`config.mk`:
```
export PLATFORM = sky130hd
export DESIGN_NAME = sdram_init_seq
export DESIGN_NICKNAME = d
export VERILOG_FILES = /design/src/rtl/sdram_init_pkg.sv /design/src/rtl/sdram_init_timer.sv /design/src/rtl/sdram_init_enc.sv /design/src/rtl/sdram_init_seq.sv
export SDC_FILE = /design/constraint.sdc
export NUM_CORES = 1
export LEC_CHECK = 0
export CAP_MARGIN = 30
export CORE_ASPECT_RATIO = 2
export CORE_UTILIZATION = 34
export DETAILED_ROUTE_END_ITERATION = 10
export SYNTH_ARGS = -nofsm -noshare
export SYNTH_HDL_FRONTEND = slang
export SYNTH_SLANG_ARGS = --single-unit
```
`constraint.sdc`:
```
create_clock -name clk -period 3.5 [get_ports clk]
set_clock_uncertainty 0.15 [all_clocks]
set_input_delay 0.7 -clock clk [delete_from_list [all_inputs] [get_ports clk]]
set_output_delay 0.7 -clock clk [all_outputs]
set_load 0.1 [all_outputs]
```
`src/rtl/sdram_init_pkg.sv`:
```
package sdram_init_pkg;

    typedef enum logic [3:0] {
        ST_WAIT_CLK,
        ST_PWRUP,
        ST_PRE,
        ST_TRP,
        ST_REF1,
        ST_TRFC1,
        ST_REF2,
        ST_TRFC2,
        ST_LMR,
        ST_TMRD,
        ST_DONE
    } init_state_t;

    typedef enum logic [1:0] {
        CMD_NOP,
        CMD_PRE,
        CMD_REF,
        CMD_LMR
    } init_cmd_t;

    // {cs_n, ras_n, cas_n, we_n}
    localparam logic [3:0] PINS_NOP = 4'b0111;
    localparam logic [3:0] PINS_PRE = 4'b0010;
    localparam logic [3:0] PINS_REF = 4'b0001;
    localparam logic [3:0] PINS_LMR = 4'b0000;

endpackage

```
`src/rtl/sdram_init_timer.sv`:
```
module sdram_init_timer #(
    parameter int CNT_W = 8
) (
    input  logic             clk,
    input  logic             rst,
    input  logic             load,
    input  logic [CNT_W-1:0] load_val,
    output logic             expired
);

    logic [CNT_W-1:0] cnt_q;

    always_ff @(posedge clk) begin
        if (rst) begin
            cnt_q <= '0;
        end else if (load) begin
            cnt_q <= load_val;
        end else if (cnt_q != '0) begin
            cnt_q <= cnt_q - 1'b1;
        end
    end

    assign expired = (cnt_q == '0);

endmodule

```
`src/rtl/sdram_init_enc.sv`:
```
module sdram_init_enc
    import sdram_init_pkg::*;
#(
    parameter int ADDR_W    = 12,
    parameter int BA_W      = 2,
    parameter int MODE_USED = 10,
    parameter int PRE_BIT   = 10
) (
    input  init_cmd_t         cmd,
    input  logic [ADDR_W-1:0] mode_word,
    output logic              cs_n,
    output logic              ras_n,
    output logic              cas_n,
    output logic              we_n,
    output logic [ADDR_W-1:0] addr,
    output logic [BA_W-1:0]   ba
);

    logic [3:0] pins;

    always_comb begin
        unique case (cmd)
            CMD_NOP: pins = PINS_NOP;
            CMD_PRE: pins = PINS_PRE;
            CMD_REF: pins = PINS_REF;
            CMD_LMR: pins = PINS_LMR;
            default: pins = PINS_NOP;
        endcase
    end

    assign {cs_n, ras_n, cas_n, we_n} = pins;
    assign ba = '0;

    for (genvar i = 0; i < ADDR_W; i++) begin : g_addr
        if (i < MODE_USED) begin : g_mode
            if (i == PRE_BIT) begin : g_pre
                assign addr[i] = (cmd == CMD_PRE) || ((cmd == CMD_LMR) && mode_word[i]);
            end else begin : g_plain
                assign addr[i] = (cmd == CMD_LMR) && mode_word[i];
            end
        end else begin : g_rsvd
            if (i == PRE_BIT) begin : g_pre
                assign addr[i] = (cmd == CMD_PRE);
            end else begin : g_zero
                assign addr[i] = 1'b0;
            end
        end
    end

endmodule

```
`src/rtl/sdram_init_seq.sv`:
```
module sdram_init_seq
    import sdram_init_pkg::*;
#(
    parameter int ADDR_W  = 12,
    parameter int BA_W    = 2,
    parameter int T_PWRUP = 12500,
    parameter int T_RP    = 3,
    parameter int T_RFC   = 8,
    parameter int T_MRD   = 2
) (
    input  logic              clk,
    input  logic              rst,
    input  logic              clk_stable,
    input  logic [ADDR_W-1:0] mode_word,
    output logic              cs_n,
    output logic              ras_n,
    output logic              cas_n,
    output logic              we_n,
    output logic [ADDR_W-1:0] addr,
    output logic [BA_W-1:0]   ba,
    output logic              init_done
);

    localparam int MAX_A = (T_PWRUP > T_RFC) ? T_PWRUP : T_RFC;
    localparam int MAX_B = (T_RP > T_MRD) ? T_RP : T_MRD;
    localparam int MAX_T = (MAX_A > MAX_B) ? MAX_A : MAX_B;
    localparam int CNT_W = $clog2(MAX_T + 1);

    localparam logic [CNT_W-1:0] LD_PWRUP = CNT_W'(T_PWRUP - 1);
    localparam logic [CNT_W-1:0] LD_RP    = CNT_W'(T_RP - 1);
    localparam logic [CNT_W-1:0] LD_RFC   = CNT_W'(T_RFC - 1);
    localparam logic [CNT_W-1:0] LD_MRD   = CNT_W'(T_MRD - 1);

    init_state_t      state_q, state_d;
    init_cmd_t        cmd;
    logic             tmr_load;
    logic [CNT_W-1:0] tmr_val;
    logic             tmr_expired;

    // state register
    always_ff @(posedge clk) begin
        if (rst) begin
            state_q <= ST_WAIT_CLK;
        end else begin
            state_q <= state_d;
        end
    end

    // next state and wait loading
    always_comb begin
        state_d  = state_q;
        tmr_load = 1'b0;
        tmr_val  = '0;
        unique case (state_q)
            ST_WAIT_CLK: if (clk_stable) begin
                state_d  = ST_PWRUP;
                tmr_load = 1'b1;
                tmr_val  = LD_PWRUP;
            end
            ST_PWRUP: if (tmr_expired) state_d = ST_PRE;
            ST_PRE: begin
                state_d  = ST_TRP;
                tmr_load = 1'b1;
                tmr_val  = LD_RP;
            end
            ST_TRP: if (tmr_expired) state_d = ST_REF1;
            ST_REF1: begin
                state_d  = ST_TRFC1;
                tmr_load = 1'b1;
                tmr_val  = LD_RFC;
            end
            ST_TRFC1: if (tmr_expired) state_d = ST_REF2;
            ST_REF2: begin
                state_d  = ST_TRFC2;
                tmr_load = 1'b1;
                tmr_val  = LD_RFC;
            end
            ST_TRFC2: if (tmr_expired) state_d = ST_LMR;
            ST_LMR: begin
                state_d  = ST_TMRD;
                tmr_load = 1'b1;
                tmr_val  = LD_MRD;
            end
            ST_TMRD: if (tmr_expired) state_d = ST_DONE;
            ST_DONE: state_d = ST_DONE;
            default: state_d = ST_WAIT_CLK;
        endcase
    end

    // outputs
    always_comb begin
        cmd       = CMD_NOP;
        init_done = 1'b0;
        unique case (state_q)
            ST_PRE:  cmd = CMD_PRE;
            ST_REF1: cmd = CMD_REF;
            ST_REF2: cmd = CMD_REF;
            ST_LMR:  cmd = CMD_LMR;
            ST_DONE: init_done = 1'b1;
            default: cmd = CMD_NOP;
        endcase
    end

    sdram_init_timer #(
        .CNT_W(CNT_W)
    ) timer_i (
        .clk      (clk),
        .rst      (rst),
        .load     (tmr_load),
        .load_val (tmr_val),
        .expired  (tmr_expired)
    );

    sdram_init_enc #(
        .ADDR_W    (ADDR_W),
        .BA_W      (BA_W),
        .MODE_USED (10),
        .PRE_BIT   (10)
    ) enc_i (
        .cmd       (cmd),
        .mode_word (mode_word),
        .cs_n      (cs_n),
        .ras_n     (ras_n),
        .cas_n     (cas_n),
        .we_n      (we_n),
        .addr      (addr),
        .ba        (ba)
    );

endmodule

```
# == Word-level counts from Yosys, hierarchy flattened ==
# Index checks and enable logic that the tools add are counted.
# word_totals
register_bits,18
word_cells,56
inputBits,15
output_inout_bits,19
# op_classes
n_eq_ne,19
reduce_logical,18
muxes,16
n_addsub,1
# ops
cell,n
$pmux 14 s4,1
$pmux 4 s11,1
$mux 14,3
$mux 4,6
$eq 4x3->1 const B,4
$pmux 4 s4,1
$logic_not 14->1,1
$reduce_bool 14->1,1
$sub 14x1->14 const B,1
$eq 4x4->1 const B,3
$logic_and 1x1->1,10
$ne 2x1->1 const B,5
$eq 4x2->1 const B,2
$pmux 2 s3,1
$reduce_and 6->1,1
$eq 2x2->1 const B,2
$eq 4x1->1 const B,1
$logic_not 4->1,1
$reduce_or 4->1,1
$eq 2x1->1 const B,1
$logic_not 2->1,1
$mux 1,2
$ne 2x2->1 const B,1
$pmux 1 s2,1
other kinds (2),2

# == Longest topological paths before layout ==
# Gate-level depths: netlist of run 1.
# depth
word_depth,5
depth_mapped,7
ltp_nobuf,6

# == Modules after synthesis ==
# From an unflattened synthesis of run 1, not the netlist that was laid out.
# hier_totals
cells_unflattened,169
area_unflattened_um2,1351.3
# by_module_without_submodules
module,cells_per_inst,seq_area_each_um2,n_inst,area_each_um2
sdram_init_timer,109,280.3,1,887.1
sdram_init_seq,39,80.1,1,326.6
sdram_init_enc,21,0.0,1,137.6

# == Least setup slack after synthesis of run 1 ==
# Ideal clock, no wire load.
# synth_timing
path_type,reg-to-output
startpoint,reg state_q[3]
endpoint,out we_n
arrival_time_ns,2.648
n_path_buf,1
required_time_ns,2.650
path_stages_with_launch,5
path_slack_ns,0.002
path_cell_list,dfxtp_1 -> clkbuf_1 -> nor2_1 -> and3_1 -> nor2_1
# synth_via
elab_chain_cells,5
elab_cells_between_ends,11
cone_classes,7 x eq/ne; 2 x mux; 2 x reduce/logical
# synth_lines
item,line,rtl
"start, declared",sdram_init_seq.sv:34,"init_state_t state_q, state_d;"
"start signal, assigned",sdram_init_seq.sv:45,state_q <= state_d;
$eq 4x3->1,sdram_init_seq.sv:94,unique case (state_q)
$reduce_or 2->1 (no source line),--,
$pmux 2 s3 (*),sdram_init_seq.sv:94,
$eq 2x1->1 (*),--,
via addr[10],sdram_init_seq.sv:19,"output logic [ADDR_W-1:0] addr,"
$pmux 4 s4 (*),sdram_init_enc.sv:22,unique case (cmd)
"end, declared",sdram_init_seq.sv:18,"output logic we_n,"
# The timed path passes the listed nets; every way through them passes the cells marked *. The select of a mux whose other input is x is not followed.

==> metrics.md, run 1 <==
| Metric | Value |
|---|---|
| Vias/cell | `about 5.9` |
| Synth area leaders | `dfxtp_1 (30%), and2_1 (5.3%), a21oi_1 (5.1%)` |
| Hold WS | `about 0.35 ns` |
| Leakage | `between 0.6 and 0.7 nW` |
| Crit path kind | `in -> out` |
| Grt ovf | `0` |
| CP arrival | `approximately 2.2 ns` |
| Initial Util | `35.2%` |
| Cts bufs inserted | `3` |
| Post-synth top area share | `30.3%` |
| Non-Filler Instances | `204` |
| CTS Sinks | `18` |
| Power Density | `569 nW/um^2` |
| Synth warn | `0` |
| CP endpoint kind | `output port` |
| Setup TNS | `0 ns` |
| Max-slew headroom | `61.2%` |
| PnR worst setup slack | `0.497 ns` |
| CTS Hold Bufs | `0` |
| I/O pins | `34` |
| # Post-CTS Setup Buffers | `0` |
| Slew at the pin closest to its max-slew limit | `0.567 ns` |
| Post-CTS sizing | `0` |
| Post-Route WL | `between 3000 and 4000 um` |
| HP Class | `reg -> reg` |
| Via count | `1212` |
| Gp weighted congestion | `roughly 0.85` |
| CP Launch Type | `input port` |
| Yosys top cell by area | `dfxtp_1` |
| Total power | `a little over 0.9 mW` |
| Synth Register Bits | `18` |
| Pin count of the biggest net entering global routing | `14` |
| Reg clk slew, reported paths | `0.07 ns` |
| Period Utilization, post-route | `between 80% and 90%` |
| CP Cell Sequence | `clkdlybuf4s50_1 -> or4_4 -> and3_4 -> nand2_1 -> buf_12` |
| Share of cells above drive strength 1 | `~16%` |
| Post-Syn Instances | `148` |
| CORE AREA | `~3400 um^2` |
| Initial antenna violation count | `0` |
| Hold Vio Cnt, Final | `0` |
| Status | `completed` |
| Ys async rst share | `0%` |
| Clock root buffer master | `clkbuf_8` |
| CP max stage cell | `clkdlybuf4s50_1` |
| Die width | `43.8 um` |
| Min Tclk post-route | `3.00 ns` |
| Netlist cell types | `47` |
| Fillers | `333` |
| Data required, critical path | `2.65 ns` |
| Max Fclk | `333 MHz` |
| Number of nets in the layout | `189` |
| First-pass GRT wire length | `5330 um` |
| Final setup fails | `0` |
| Post-Synthesis Cell Area | `1190 um^2` |
| Die Span Y | `85.6 um` |
| DP Wirelength | `~2400 um` |
| VDD IR max | `0.243 mV` |
| Seq/Total Area, Yosys | `between 30 and 40%` |
| Dpl cells | `200` |
| Overall Global Routing Usage | `18.1%` |
| Antenna diodes | `0` |
| Largest stage delay, worst path | `0.48 ns` |
| Num rows | `30` |
| Setup slack at placement | `around 0.50 ns` |
| Post-synth EDFFs | `0` |
| Ys flop type | `dfxtp_1` |
| Post-route cell area | `1620 um^2` |
| I/O Buffers | `27` |
| Die area | `roughly 3800 um^2` |
| Syn Area/Cell | `8.03 um^2` |
| Skew-Pair Late Insertion Delay | `between 0.2 and 0.3 ns` |
| Number of remaining DRC errors | `0` |
| Area after DPL | `1560 um^2` |
| Fin. max-slew vios | `0` |
| Area Overhead vs Synth | `35.9%` |
| CTS tree | `done` |
| Vias in the first global route | `~1200` |
| RSZ-0062 raised after global routing | `no` |
| Drt wl/cell | `15.1 um` |
| Most frequent cells after synthesis | `dfxtp_1 (18), a21oi_1 (12), and2_1 (10), nor2_1 (10), nand2_1 (7)` |
| Max Fanout on Critical Path | `5` |
| Maxcap violations | `0` |
| H-tree Lvls | `1` |
| Final Util | `47.8%` |
| Antenna Violating Nets Remaining | `0` |
| DRT iter0 DRCs | `26` |
| Drt pass-1 iters | `4` |
| Most common cell in the synthesized netlist | `dfxtp_1` |
| Worst-case clock buffer depth | `2` |
## flip-flops by register name, indices dropped and copies added (netlist names)
register,count
timer_i.cnt_q,14
state_q,4
## logic make-up after synthesis
kind of cell / count (synthesis) / share of synthesized area, %
simple gates: 67 / 35.7
compound gates: 41 / 22.7
flops: 18 / 30.3
buf+inv: 15 / 6.10
xor+xnor: 4 / 2.95
fa+ha+maj: 1 / 1.05
other cells: 1 / 0.315
mux: 1 / 0.842
## cell type report
type                       instances  area, um^2  area share [%]
multi-input combinational        118         767            47.5
timing repair buffer              28         378            23.4
sequential                        18         360            22.3
clock buffer                       4        55.1            3.41
tap                               32        40.0            2.48
inverter                           4        15.0           0.930
## placed cells by master (no fill, tap or decap), drive strengths merged, types with 6 or more instances in the layout
cell and count:
and2 10, nor2 10, dfxtp 18, or4 7
a21oi 12, clkdlybuf4s50 12, nand2 7, nor3 6
buf 16, o21ai 7
## final timing paths
path	from	endpoint	slack [ns]	cells after the start
min	timer_i.cnt_q[11]	timer_i.cnt_q[11]	0.35	2
max reg2reg	timer_i.cnt_q[0]	timer_i.cnt_q[3]	1.29	6
max	clk_stable	ras_n	0.50	5
min reg2reg	timer_i.cnt_q[11]	timer_i.cnt_q[11]	0.35	2
## critical path, delay by kind of cell
| family | cells | cell delay, ns |
|---|---|---|
| AND/OR/NAND/NOR | 3 | 0.79 |
| buffers and inverters | 2 | 0.67 |
## per-layer routing
layer / share of wire [%] / routed length (um) / vias up / GRT usage (%)
li1: - / - / 602 / -
met1: 38 / 1190 / 548 / 19.3
met2: 53 / 1620 / 48 / 32.0
met3: 5.0 / 154 / 14 / 4.00
met4: 3.9 / 119 / 0 / 8.52
met5: 0 / 0 / - / 0
## report_power, final
group          internal (mW)  total [mW]  switching [mW]
combinational          0.175       0.427           0.253
clock                  0.100       0.171          0.0706
sequential             0.252       0.321          0.0697
Power figures use the tool's default switching activity.
==> inputs of run 2 (changes only) <==
--- a/constraint.sdc
+++ b/constraint.sdc
@@ -3,3 +3,3 @@
 set_input_delay 0.7 -clock clk [delete_from_list [all_inputs] [get_ports clk]]
 set_output_delay 0.7 -clock clk [all_outputs]
-set_load 0.1 [all_outputs]
+set_load 0.05 [all_outputs]
==> metrics.md, run 2 (synthesized netlist as in run 1, its figures left out) <==
| Metric | Value |
|---|---|
| Status | `completed` |
| Max Fanout on Critical Path | `11 (+6)` |
| CP Launch Type | `register` |
| Worst R2R Setup Slack | `1.34 ns (+0.05 ns)` |
| Hold Vio Cnt, Final | `0 (unchanged)` |
| Crit path kind | `reg -> out` |
| Area Overhead vs Synth | `25.1%` |
| Largest Register | `timer_i.cnt_q` |
| DRT iter0 DRCs | `33 (+27%)` |
| Cts bufs inserted | `3 (unchanged)` |
| Drt wl/cell | `15.9 um (+5.4%)` |
| Setup slack at placement | `0.559 ns (+0.0620 ns)` |
| Top cell by count, worst path | `nor2_1` |
| Post-route cell area | `1490 um^2 (-8.0%)` |
| CP arrival | `2.11 ns (-0.04 ns)` |
| RSZ-0062 raised after global routing | `no` |
| Num rows | `30 (unchanged)` |
| Fin. max-slew vios | `0 (unchanged)` |
| Most frequent cells in the layout | `dfxtp_1 (18), clkdlybuf4s50_1 (16), a21oi_1 (12)` |
| Antenna diodes | `0 (unchanged)` |
| Post-Route WL | `3230 um (+4.8%)` |
| Initial antenna violation count | `0 (unchanged)` |
| P_sw | `0.368 mW (-6.3%)` |
| Via count | `1230 (+1.5%)` |
| Combinational share of power | `46.9% (+0.4 points)` |
| I/O Buffers | `27 (unchanged)` |
| Clock root buffer master | `clkbuf_8` |
| Power Density | `587 nW/um^2 (+3.1%)` |
| PnR worst setup slack | `0.540 ns (+0.0423 ns)` |
| DP Wirelength | `2550 um (+5.8%)` |
| Grt ovf | `0 (unchanged)` |
| I/O pins | `34 (unchanged)` |
| Delay-heaviest family, CP | `buffers and inverters` |
| CORE AREA | `3380 um^2 (unchanged)` |
| Vias/cell | `6.06 (+2.0%)` |
| CTS tree | `done` |
| Post-CTS sizing | `0 (unchanged)` |
| Maxcap violations | `0 (unchanged)` |
| Drt pass-1 iters | `4 (unchanged)` |
| VDD IR max | `0.239 mV (-1.6%)` |
| Sw frac | `42.2% (-0.54 points)` |
| Largest stage delay, worst path | `0.82 ns (+0.34 ns)` |
| # Post-CTS Setup Buffers | `0 (unchanged)` |
| Min Tclk post-route | `2.96 ns (-0.0423 ns)` |
| CTS Sinks | `18 (unchanged)` |
| Max-slew headroom | `65.0% (+3.7 points)` |
| Pin count of the biggest net entering global routing | `14 (unchanged)` |
| Seq pwr share | `37.0% (+2.0 points)` |
| Max Fclk | `338 MHz (+1.4%)` |
| Hold WS | `0.361 ns (+0.0122 ns)` |
| Final setup fails | `0 (unchanged)` |
| Most common cell after layout, fill and taps aside | `dfxtp_1` |
| Worst-case clock buffer depth | `2 (unchanged)` |
| Initial Util | `35.2% (unchanged)` |
| Vias in the first global route | `1222 (+5.2%)` |
| Number of remaining DRC errors | `0 (unchanged)` |
| HP Class | `reg -> reg` |
| Clock power share | `16.1% (-2.5 points)` |
| Number of nets in the layout | `189 (unchanged)` |
| Die width | `43.8 um (unchanged)` |
| Setup TNS | `0 ns (unchanged)` |
| Top Registers | `timer_i.cnt_q: 14 flops, state_q: 4 flops` |
| First-pass GRT wire length | `5390 um (+1.0%)` |
| Period Utilization, post-route | `84.6% (-1.2 points)` |
| CP max stage cell | `clkdlybuf4s50_1` |
| Die Span Y | `85.6 um (unchanged)` |
| Reg clk slew, reported paths | `0.07 ns (about the same)` |
| Die area | `3750 um^2 (unchanged)` |
| Max reg flops | `14 (unchanged)` |
| Share of cells above drive strength 1 | `13.5% (-2.8 points)` |
| Area after DPL | `1450 um^2 (-7.4%)` |
| CP Cell Sequence | `nor2_1 -> and3_1 -> nor2_1 -> clkdlybuf4s50_1` |
| Data required, critical path | `2.65 ns (about the same)` |
| Skew-Pair Late Insertion Delay | `0.25 ns (about the same)` |
| CTS Hold Bufs | `0 (unchanged)` |
| Slew at the pin closest to its max-slew limit | `0.512 ns (-0.0546 ns)` |
| Antenna Violating Nets Remaining | `0 (unchanged)` |
| H-tree Lvls | `1 (unchanged)` |
| Worst Path Buf+Inv | `1 (-1)` |
| CP endpoint kind | `output port` |
| Gp weighted congestion | `0.819 (-3.4%)` |
| P_int | `0.504 mW (-4.2%)` |
| Overall Global Routing Usage | `18.3% (+0.18 points)` |
| Leakage | `0.582 nW (-6.0%)` |
run 2: changes by cell type in the layout (fill, tap and decap cells not counted), sizes merged:
cell	delta
buf	-4
clkbuf	-1
clkdlybuf4s50	+4
run 2: worst paths after layout:
kind	from	end	cells past startpoint
worst max-delay path	state_q[3]	we_n	4
worst min-delay path	timer_i.cnt_q[9]	timer_i.cnt_q[9]	2
worst max register to register	timer_i.cnt_q[0]	timer_i.cnt_q[3]	6
worst min register to register	timer_i.cnt_q[9]	timer_i.cnt_q[9]	2
run 2: routing by layer:
metal / share of wire [%] / GRT usage, % / vias to the layer above / routed length, um
met5: 0 / 0 / - / 0
met4: 1.3 / 7.67 / 0 / 42
met3: 4.8 / 3.58 / 6 / 154
met2: 58 / 34.7 / 57 / 1860
met1: 36 / 17.9 / 567 / 1170
li1: - / - / 600 / -
run 2: power by group through the flow:
stage               sequential [mW]  combinational, mW  clock, mW
floorplan                     0.302              0.319          0
global placement              0.319              0.399          0
detailed placement            0.325              0.406          0
CTS                           0.320              0.410      0.144
global route                  0.332              0.453      0.158
finish                        0.323              0.409      0.140
run 2: worst reg2reg max path: cells and delay by family, from the launching register on:
kind / cells / cell delay, ns
flops: 1 / 0.39
mux: 1 / 0.22
simple gates: 2 / 0.45
buf+inv: 1 / 0.09
compound gates: 1 / 0.53
fa+ha+maj: 1 / 0.26
run 2: area by class of cell:
type | count | area (um^2)
inverter | 4 | 15.0
tap | 32 | 40.0
clock buffer | 3 | 41.3
sequential | 18 | 360
timing repair buffer | 28 | 263
fill | 367 | 1890
multi-input combinational | 118 | 767
run 2: stage by stage:
stage               utilization [%]  instances  total power [mW]
floorplan                         -        151             0.621
global placement               42.8        200             0.718
detailed placement             42.8        200             0.731
CTS                            44.0        203             0.875
global route                   44.0        203             0.943
finish                         44.0        203             0.873
